File: src/rtl/ecc_pkg.sv
package ecc_pkg;
  localparam int WORD_W  = 32;
  localparam int TAG_W   = 3;
  localparam int GROUPS  = 3;
  localparam int GRP_DW  = 5;
  localparam int GRP_CW  = 4;
  localparam int N15_W   = GROUPS * GRP_DW;
  localparam int N26_DW  = 26;
  localparam int N26_CW  = 5;
  localparam int MAX_DW  = 26;
  localparam logic [TAG_W-1:0] FMT_N15 = 3'b000;
  localparam logic [TAG_W-1:0] FMT_N26 = 3'b001;

  function automatic bit is_pow2(input int p);
    return (p != 0) && ((p & (p - 1)) == 0);
  endfunction

  // codeword position of the idx-th data element (skips check positions)
  function automatic int data_pos(input int idx);
    int pos;
    int cnt;
    pos = -1;
    cnt = 0;
    for (int p = 1; p < 64; p++) begin
      if (!is_pow2(p)) begin
        if (cnt == idx && pos < 0) pos = p;
        cnt++;
      end
    end
    return pos;
  endfunction

  // Hamming check value: XOR of positions of set data elements
  function automatic logic [4:0] ham_chk(input logic [MAX_DW-1:0] d, input int n);
    logic [4:0] acc;
    acc = '0;
    for (int i = 0; i < MAX_DW; i++)
      if (i < n && d[i]) acc ^= 5'(data_pos(i));
    return acc;
  endfunction
endpackage

File: src/rtl/grp_decoder.sv
module grp_decoder #(
  parameter int DATA_W = 5,
  parameter int CHK_W  = 4
) (
  input  logic [DATA_W-1:0] data_in,
  input  logic [CHK_W-1:0]  chk_in,
  input  logic              par_in,
  output logic [DATA_W-1:0] data_out,
  output logic              grp_err,
  output logic              grp_fix,
  output logic              grp_bad
);
  import ecc_pkg::*;
  localparam int NPOS     = 1 << CHK_W;
  localparam int LAST_POS = DATA_W + CHK_W;
  localparam logic [CHK_W:0] LAST = LAST_POS[CHK_W:0];

  logic [4:0]        calc;
  logic [CHK_W-1:0]  syn;
  logic              par_mis, syn_nz, in_range, single, fix_here;
  logic [NPOS-1:0]   hot;
  logic [DATA_W-1:0] flip;

  assign calc     = ham_chk(MAX_DW'(data_in), DATA_W);
  assign syn      = calc[CHK_W-1:0] ^ chk_in;
  assign par_mis  = ^{par_in, chk_in, data_in};
  assign syn_nz   = |syn;
  assign in_range = ({1'b0, syn} <= LAST);
  assign single   = syn_nz & par_mis;
  assign fix_here = single & in_range;

  // one-hot decode of the syndrome
  always_comb begin
    hot = '0;
    if (fix_here) hot[syn] = 1'b1;
  end

  for (genvar i = 0; i < DATA_W; i++) begin : g_flip
    localparam int P = data_pos(i);
    assign flip[i] = hot[P];
  end

  assign data_out = data_in ^ flip;
  assign grp_err  = syn_nz | par_mis;
  assign grp_fix  = fix_here | (!syn_nz & par_mis);
  assign grp_bad  = (syn_nz & !par_mis) | (single & !in_range);
endmodule

File: src/rtl/parity_pair.sv
module parity_pair #(
  parameter int WIDTH = 32,
  parameter int LANES = 2
) (
  input  logic [WIDTH-1:0] word,
  input  logic [LANES-1:0] stored,
  output logic [LANES-1:0] mism
);
  for (genvar l = 0; l < LANES; l++) begin : g_lane
    always_comb begin
      mism[l] = stored[l];
      for (int b = l; b < WIDTH; b += LANES) mism[l] ^= word[b];
    end
  end
endmodule

File: src/rtl/width_ecc_reader.sv
module width_ecc_reader
  import ecc_pkg::*;
(
  input  logic              clk,
  input  logic              rst_n,
  input  logic              rd_valid,
  input  logic [WORD_W-1:0] rd_word,
  input  logic [TAG_W-1:0]  rd_tag,
  output logic              out_valid,
  output logic [WORD_W-1:0] out_data,
  output logic              err_flag,
  output logic              corr_flag,
  output logic              uncorr_flag
);
  localparam int GSTEP = GRP_CW + 1;

  logic [GRP_DW-1:0] g_din  [GROUPS];
  logic [GRP_DW-1:0] g_dout [GROUPS];
  logic [GROUPS-1:0] g_err, g_fix, g_bad;
  logic [N15_W-1:0]  n15_fix;

  for (genvar g = 0; g < GROUPS; g++) begin : g_grp
    for (genvar k = 0; k < GRP_DW; k++) begin : g_el
      assign g_din[g][k]           = rd_word[g + GROUPS*k];
      assign n15_fix[g + GROUPS*k] = g_dout[g][k];
    end
    grp_decoder #(.DATA_W(GRP_DW), .CHK_W(GRP_CW)) u_grp (
      .data_in (g_din[g]),
      .chk_in  (rd_word[N15_W + g*GSTEP +: GRP_CW]),
      .par_in  (rd_word[N15_W + g*GSTEP + GRP_CW]),
      .data_out(g_dout[g]),
      .grp_err (g_err[g]),
      .grp_fix (g_fix[g]),
      .grp_bad (g_bad[g])
    );
  end

  logic [N26_DW-1:0] w_fix;
  logic              w_err, w_fix_f, w_bad;
  grp_decoder #(.DATA_W(N26_DW), .CHK_W(N26_CW)) u_wide (
    .data_in (rd_word[N26_DW-1:0]),
    .chk_in  (rd_word[N26_DW +: N26_CW]),
    .par_in  (rd_word[WORD_W-1]),
    .data_out(w_fix),
    .grp_err (w_err),
    .grp_fix (w_fix_f),
    .grp_bad (w_bad)
  );

  logic [1:0] f_mism;
  parity_pair #(.WIDTH(WORD_W), .LANES(2)) u_full (
    .word  (rd_word),
    .stored(rd_tag[1:0]),
    .mism  (f_mism)
  );

  logic [WORD_W-1:0] nx_data;
  logic              nx_err, nx_fix, nx_bad;

  always_comb begin
    nx_data = '0;
    nx_err  = 1'b1;
    nx_bad  = 1'b1;
    nx_fix  = 1'b0;
    if (rd_tag[2]) begin
      nx_data = rd_word;
      nx_err  = |f_mism;
      nx_bad  = |f_mism;
    end else if (rd_tag == FMT_N15) begin
      nx_data = WORD_W'(n15_fix);
      nx_err  = |g_err;
      nx_bad  = |g_bad;
      nx_fix  = (|g_err) & ~(|g_bad);
    end else if (rd_tag == FMT_N26) begin
      nx_data = WORD_W'(w_fix);
      nx_err  = w_err;
      nx_bad  = w_bad;
      nx_fix  = w_err & ~w_bad;
    end
  end

  always_ff @(posedge clk) begin
    if (!rst_n) begin
      out_valid   <= 1'b0;
      out_data    <= '0;
      err_flag    <= 1'b0;
      corr_flag   <= 1'b0;
      uncorr_flag <= 1'b0;
    end else begin
      out_valid   <= rd_valid;
      out_data    <= nx_data;
      err_flag    <= rd_valid & nx_err;
      corr_flag   <= rd_valid & nx_fix;
      uncorr_flag <= rd_valid & nx_bad;
    end
  end


  lat_chk: assert property (@(posedge clk) disable iff (!rst_n)
    rd_valid |=> out_valid);

  lat_idle_chk: assert property (@(posedge clk) disable iff (!rst_n)
    !rd_valid |=> !out_valid);

  idle_quiet_chk: assert property (@(posedge clk) disable iff (!rst_n)
    !out_valid |-> !(err_flag || corr_flag || uncorr_flag));

  flag_excl_chk: assert property (@(posedge clk) disable iff (!rst_n)
    out_valid |-> !(corr_flag && uncorr_flag));

  flag_sum_chk: assert property (@(posedge clk) disable iff (!rst_n)
    out_valid |-> (err_flag == (corr_flag || uncorr_flag)));

  n15_upper_chk: assert property (@(posedge clk) disable iff (!rst_n)
    (rd_valid && rd_tag == FMT_N15) |=> (out_data[WORD_W-1:N15_W] == '0));

  n26_upper_chk: assert property (@(posedge clk) disable iff (!rst_n)
    (rd_valid && rd_tag == FMT_N26) |=> (out_data[WORD_W-1:N26_DW] == '0));

  full_pass_chk: assert property (@(posedge clk) disable iff (!rst_n)
    (rd_valid && rd_tag[2]) |=> (!corr_flag && out_data == $past(rd_word)));

  badtag_chk: assert property (@(posedge clk) disable iff (!rst_n)
    (rd_valid && !rd_tag[2] && rd_tag[1]) |=> (uncorr_flag && out_data == '0));

  for (genvar g = 0; g < GROUPS; g++) begin : g_part
    grp_part_chk: assert property (@(posedge clk) disable iff (!rst_n)
      rd_valid |-> ($onehot0({g_fix[g], g_bad[g]}) && (g_err[g] == (g_fix[g] || g_bad[g]))));
  end

  wide_part_chk: assert property (@(posedge clk) disable iff (!rst_n)
    rd_valid |-> ($onehot0({w_fix_f, w_bad}) && (w_err == (w_fix_f || w_bad))));
endmodule

File: config.mk
export PLATFORM = sky130hd
export DESIGN_NAME = width_ecc_reader
export DESIGN_NICKNAME = d
export VERILOG_FILES = /design/src/rtl/ecc_pkg.sv /design/src/rtl/grp_decoder.sv /design/src/rtl/parity_pair.sv /design/src/rtl/width_ecc_reader.sv
export SDC_FILE = /design/constraint.sdc
export NUM_CORES = 1
export LEC_CHECK = 0
export BUFFER_PORTS_ARGS = -buffer_cell sky130_fd_sc_hd__buf_2
export CAP_MARGIN = 20
export CORE_ASPECT_RATIO = 0.5
export CORE_MARGIN = 2
export CORE_UTILIZATION = 45
export CTS_BUF_LIST = sky130_fd_sc_hd__clkbuf_8
export DETAILED_ROUTE_END_ITERATION = 6
export PLACE_DENSITY = 0.67
export SYNTH_ARGS = -nofsm -noshare
export SYNTH_HDL_FRONTEND = slang
export SYNTH_HIERARCHICAL = 1
export SYNTH_SLANG_ARGS = --single-unit
File: constraint.sdc
create_clock -name clk -period 2.7 [get_ports clk]
set_clock_uncertainty 0.05 [all_clocks]
set_input_delay 0.27 -clock clk [delete_from_list [all_inputs] [get_ports clk]]
set_output_delay 0.27 -clock clk [all_outputs]
set_load 0.05 [all_outputs]
==> impl_metrics.py, run 1 <==
metrics = {
    "detailed_routing": {
        "drcViolationCount": 0,
        "via_per_inst": 5.36,
        "drt_iter0_drc": 281,
        "drt.antenna.violating_nets": 0,
        "detail_route.first_pass.iterations": 5,
        "routedWlPerCell_um": 18.2,
        "routed_vias": 3814,
        "postRouteWirelength_um": 13000,
    },
    "logic_synthesis": {
        "ys.warnings.count": 6,
        "netlist_instances": 436,
        "syn-num-nets": 474,
        "synthesis.area_sq_mm": 0.00410,
        "syn-mean-instance-area_sq_um": 9.40,
    },
    "clocking": {
        "cts.sinks": 36,
        "cts_buffers": 5,
        "post_cts_clock_slew_at_the_launch_and_capture_registers_of_the_worst_setup_and_hold_paths_ps": 80,
        "clk_root_buffer_cell": "sky130_fd_sc_hd__clkbuf_8",
        "max-clock-path-buffers": 2,
        "cts_tree": "done",
        "h-tree-depth": 2,
    },
    "critical_path": {
        "worstSetupStartpointType": "input pin",
        "critical_path_class": "in -> reg",
        "crit_path_required_time_ps": 2860,
        "critPathCaptureType": "register",
        "critical_path_peak_fanout": 7,
        "worstPathArrival_ps": 2820,
        "cp-startpoint": "rd_word[1]",
    },
    "worst_hold_path": {
        "holdCritStartpoint": "rd_valid",
        "worstHoldPathType": "in -> reg",
    },
    "final_layout": {
        "layout.filler_cells": 723,
        "fin_nets": 632,
        "design_area_sq_mm": 0.00553,
        "drive_above_1_share_pct": 41.7,
        "areaGrowthSynthToFinish_pct": 35.0,
        "antenna_cells_inserted": 0,
    },
    "sta": {
        "final-setup-viol-count": 0,
        "hold_ws_ps": 155,
        "finalWorstPathRequiredPeriod_ps": 2660,
        "grt_setup_unrepaired": "true",
        "layout_worst_path_cycle_share_pct": 98.6,
        "setup-tns-final_ps": 0,
        "finalHoldViolCount": 0,
        "worst_slew_margin_rel_pct": 64.0,
        "slew_viol_final": 0,
        "worst-slew-pin-transition_ps": 539,
        "maxClockFrequency_ghz": 0.376,
        "worst_slack_ps": 37.1,
    },
    "floorplan": {
        "count_of_pins_on_the_block_boundary": 74,
        "core_footprint_sq_mm": 0.00877,
        "initial_core_util_pct": 46.7,
        "floorplan.die_area_sq_mm": 0.00993,
        "placement_rows": 24,
        "width_of_the_chip_um": 139,
        "die_height_um": 71.5,
    },
    "power": {
        "p_leak_uw": 0.00244,
        "final_power_uw": 3660,
        "power_density_mw_per_mm2": 662,
        "max-vdd-ir-drop_v": 0.000301,
    },
    "placement": {
        "dpl.hpwl_um": 9980,
        "numPortBuffers": 73,
        "place_ws_ps": -388,
        "dpl_cell_area_sq_mm": 0.00518,
        "globalplace.congestion": 1.02,
    },
    "global_routing": {
        "grt_pass1_wl_um": 20000,
        "grt_remaining_overflow": 0,
        "track_usage_pct": 26.3,
        "via_count_of_the_first_global_routing_pass": 3686,
        "largest_net_degree_at_the_start_of_global_routing": 26,
        "grt_antenna_before_repair": 0,
    },
    "job": {
        "cap_viol_max_count": 0,
    },
    "status": {
        "outcome": "complete, no violations",
    },
}
flip-flops by register name, summed over array words and instances (netlist names):
register	flops
out_valid	1
err_flag	1
out_data	32
uncorr_flag	1
corr_flag	1
worst paths after layout:
kind	slack, ps	cells after the start	end
max	40	14	out_data[6]
min	160	2	out_valid
timing repair:
action,in CTS,in global routing
gates resized for setup,8,25
buffers inserted,2,4
endpoints found under the setup margin,3,17
hold buffers,0,0
endpoints found under the hold margin,0,0
pin swaps,4,9
per-stage QoR:
step | util (%) | instances
6_report | 63.1 | 712
5_1_grt | 63.1 | 712
4_1_cts | 61.0 | 708
3_5_place_dp | 59.1 | 698
3_3_place_gp | 59.1 | 698
2_1_floorplan | - | 436
area by class of cell:
class	count	area, sq um	area share, %
multi-input cells	380	3450	62.3
repair buffers	169	1090	19.6
flip-flops and latches	36	721	13.0
well taps	117	146	2.65
clock buffers	7	96.3	1.74
clock inverters	1	30.0	0.543
inverters	2	7.51	0.136
critical path, cell delays in order:
cell and delay (ps):
sky130_fd_sc_hd__buf_2 110, sky130_fd_sc_hd__xnor3_1 420, sky130_fd_sc_hd__buf_4 160, sky130_fd_sc_hd__xor2_2 150, sky130_fd_sc_hd__xnor2_2 170, sky130_fd_sc_hd__xnor2_2 270, sky130_fd_sc_hd__mux2i_2 230, sky130_fd_sc_hd__buf_4 190
sky130_fd_sc_hd__nand3_2 100, sky130_fd_sc_hd__xnor2_1 120, sky130_fd_sc_hd__mux2_2 260, sky130_fd_sc_hd__a22oi_1 160, sky130_fd_sc_hd__buf_4 170, sky130_fd_sc_hd__nor2b_1 40
routing by layer:
metal  track usage, %  wire, um  up-vias  part of all wire (%)
met5                0         0        -                     0
met4             6.96       219        0                   1.7
met3             6.68      1180       20                   9.1
met2             40.2      5530      167                    43
met1             37.4      6050     1789                    47
li1                 -         -     1838                     -
layout by cell type (no fill, tap or decap), types with 3 or more instances in the layout:
master	count
sky130_fd_sc_hd__o21ai_1	3
sky130_fd_sc_hd__mux2_1	3
sky130_fd_sc_hd__xnor3_2	7
sky130_fd_sc_hd__and3_1	9
sky130_fd_sc_hd__nand3_1	29
sky130_fd_sc_hd__xnor2_4	3
sky130_fd_sc_hd__and2_1	6
sky130_fd_sc_hd__xnor2_2	13
sky130_fd_sc_hd__nor3_1	9
sky130_fd_sc_hd__o211ai_1	3
sky130_fd_sc_hd__buf_4	96
sky130_fd_sc_hd__a22oi_2	4
sky130_fd_sc_hd__a21boi_0	3
sky130_fd_sc_hd__mux2i_2	3
sky130_fd_sc_hd__xnor3_1	13
sky130_fd_sc_hd__nand2b_1	4
sky130_fd_sc_hd__mux2_2	18
sky130_fd_sc_hd__nand2_1	23
sky130_fd_sc_hd__o21ai_0	5
sky130_fd_sc_hd__a22oi_1	11
sky130_fd_sc_hd__xor2_2	3
sky130_fd_sc_hd__a21oi_1	14
sky130_fd_sc_hd__clkbuf_8	7
sky130_fd_sc_hd__buf_2	73
sky130_fd_sc_hd__nor2_1	16
sky130_fd_sc_hd__nor2b_1	19
sky130_fd_sc_hd__dfxtp_1	36
sky130_fd_sc_hd__a22o_1	11
sky130_fd_sc_hd__xor2_1	18
sky130_fd_sc_hd__xnor2_1	91
report_power, final:
group          total, uW  leakage, uW  internal [uW]  switching, uW
sequential           574     0.000297            566           8.66
clock                548    0.0000645            326            222
combinational       2540      0.00207           1220           1330
Note: power is estimated with default switching activity, not from simulation.
==> run 2, diff against run 1 <==
--- a/config.mk
+++ b/config.mk
@@ -9,10 +9,10 @@
 export CAP_MARGIN = 20
 export CORE_ASPECT_RATIO = 0.5
 export CORE_MARGIN = 2
-export CORE_UTILIZATION = 45
+export CORE_UTILIZATION = 53
 export CTS_BUF_LIST = sky130_fd_sc_hd__clkbuf_8
 export DETAILED_ROUTE_END_ITERATION = 6
-export PLACE_DENSITY = 0.67
+export PLACE_DENSITY = 0.77
 export SYNTH_ARGS = -nofsm -noshare
 export SYNTH_HDL_FRONTEND = slang
 export SYNTH_HIERARCHICAL = 1
==> run 2 against run 1 <==
Combinational power down 7%; count of clock-buffer cells in the layout is 2 lower; worst setup slack improved by 14 ps; sequential cell count unchanged; global-route usage grew 3.5 points; first-iteration DRC count is 57% higher; critical endpoint is now out_data[8].
==> impl_metrics.py, run 2 (same netlist as run 1, synthesis figures left out) <==
metrics = {
    "status": {
        "outcome": "complete, no violations",
    },
    "critical_path": {
        "critical_path_class": "in -> reg",
        "worstPathCellList": "buf_2 > buf_4 > xnor2_1 > xnor3_2 > xor2_2 > nand3_1 > a21boi_2 > nand2_1 > xnor2_1 > mux2_2 > a22oi_1 > nor2b_1",
        "crit_path_required_time_ps": 2850,
        "worst_path_largest_cell_delay_ps": 530,
        "worstSetupStartpointType": "input pin",
        "cp_top_family": "XOR/XNOR gates",
        "cp_num_buf_inv": 2,
        "critPathCaptureType": "register",
        "worstPathArrival_ps": 2800,
        "critical_path_peak_fanout": 6,
        "critPathMostFrequentCell": "sky130_fd_sc_hd__xnor2_1",
        "critPathSlowestCell": "sky130_fd_sc_hd__xnor3_2",
        "cp-startpoint": "rd_word[7]",
    },
    "detailed_routing": {
        "routedWlPerCell_um": 18.2,
        "via_per_inst": 5.81,
        "drt_iter0_drc": 442,
        "drt.antenna.violating_nets": 0,
        "routed_vias": 3899,
        "drcViolationCount": 0,
        "postRouteWirelength_um": 12200,
        "detail_route.first_pass.iterations": 5,
    },
    "global_routing": {
        "via_count_of_the_first_global_routing_pass": 3606,
        "largest_net_degree_at_the_start_of_global_routing": 25,
        "grtUsageMet1_pct": 42.8,
        "grt_pass1_wl_um": 19000,
        "grt_remaining_overflow": 0,
        "grt_antenna_before_repair": 0,
        "globalRoute.busiestLayer": "met2",
        "track_usage_pct": 29.8,
        "grt_use_met2_pct": 45.0,
        "global_route.usage.met3_pct": 5.99,
    },
    "final_layout": {
        "fin_nets": 612,
        "layout_common_cells": "95 x sky130_fd_sc_hd__xnor2_1, 75 x sky130_fd_sc_hd__buf_4, 73 x sky130_fd_sc_hd__buf_2",
        "areaGrowthSynthToFinish_pct": 27.9,
        "drive_above_1_share_pct": 37.0,
        "largest_register_ff_count": 32,
        "layout.filler_cells": 559,
        "largest-register": "out_data",
        "antenna_cells_inserted": 0,
        "mostFrequentLayoutCell": "sky130_fd_sc_hd__xnor2_1",
    },
    "worst_hold_path": {
        "holdCritStartpoint": "rd_valid",
        "worstHoldPathType": "in -> reg",
    },
    "floorplan": {
        "initial_core_util_pct": 55.3,
        "width_of_the_chip_um": 128,
        "placement_rows": 22,
        "floorplan.die_area_sq_mm": 0.00849,
        "count_of_pins_on_the_block_boundary": 74,
        "core_footprint_sq_mm": 0.00740,
        "die_height_um": 66.2,
    },
    "power": {
        "switching_power_uw": 1490,
        "power_density_mw_per_mm2": 650,
        "swShare_pct": 43.8,
        "power_frac_seq_pct": 16.8,
        "comb_power_share_pct": 68.9,
        "p_leak_uw": 0.00231,
        "clock_power_share_pct": 14.2,
        "internal_power_uw": 1910,
        "max-vdd-ir-drop_v": 0.000341,
        "final_power_uw": 3410,
    },
    "sta": {
        "finalHoldViolCount": 0,
        "grt_setup_unrepaired": "true",
        "hold_ws_ps": 214,
        "worst-slew-pin-transition_ps": 545,
        "setup-tns-final_ps": 0,
        "layout_worst_path_cycle_share_pct": 98.1,
        "slew_viol_final": 0,
        "maxClockFrequency_ghz": 0.377,
        "final-setup-viol-count": 0,
        "worst_slack_ps": 50.6,
        "worst_slew_margin_rel_pct": 63.7,
        "finalWorstPathRequiredPeriod_ps": 2650,
    },
    "placement": {
        "dpl.hpwl_um": 9480,
        "numPortBuffers": 73,
        "place_ws_ps": -355,
        "globalplace.congestion": 0.982,
    },
    "clocking": {
        "h-tree-depth": 2,
        "cts_tree": "done",
        "max-clock-path-buffers": 2,
        "cts_buffers": 5,
        "post_cts_clock_slew_at_the_launch_and_capture_registers_of_the_worst_setup_and_hold_paths_ps": 80,
        "clk_root_buffer_cell": "sky130_fd_sc_hd__clkbuf_8",
        "cts.sinks": 36,
        "cts.hold.buffers_added": 0,
    },
    "job": {
        "cap_viol_max_count": 0,
    },
}
-- run 2: worst paths after layout --
check	to	slack, ps	cells after the start
worst max-delay path	out_data[8]	50	12
worst min-delay path	out_valid	210	2
-- run 2: metrics by stage --
step	cell area [sq um]	util [%]	cells
after floorplan	4110	-	436
after global placement	5030	68.0	661
after detailed placement	5030	68.0	661
after CTS	5160	69.8	670
after global routing	5240	70.8	671
final	5240	70.8	671
-- run 2: metal layers --
layer,share of wire (%),routed length (um),up-vias
met2,43,5230,207
li1,-,-,1799
met3,10,1270,31
met4,2.5,312,0
met1,44,5430,1862
met5,0,0,-
-- run 2: power by group through the flow --
stage	combinational [uW]	clock, uW	sequential [uW]
after global placement	2100	0	586
after floorplan	1310	0	713
final	2350	484	574
after global routing	2470	515	577
after detailed placement	2140	0	586
after CTS	2190	489	574
-- run 2: repair_timing --
| item | CTS | global route |
|---|---|---|
| setup buffers | 1 | 1 |
| pin swaps | 3 | 6 |
| endpoints found under the hold margin | 0 | 0 |
| gates resized for setup | 5 | 14 |
| setup endpoints to repair | 3 | 8 |
-- run 2: cell type report --
cell class / count / area (sq um) / area share, %
Timing Repair Buffer: 149 / 940 / 17.9
Sequential cell: 36 / 721 / 13.7
Tap cell: 96 / 120 / 2.29
Multi-Input combinational cell: 380 / 3350 / 63.8
Clock inverter: 3 / 38.8 / 0.740
Inverter: 2 / 7.51 / 0.143
Clock buffer: 5 / 68.8 / 1.31
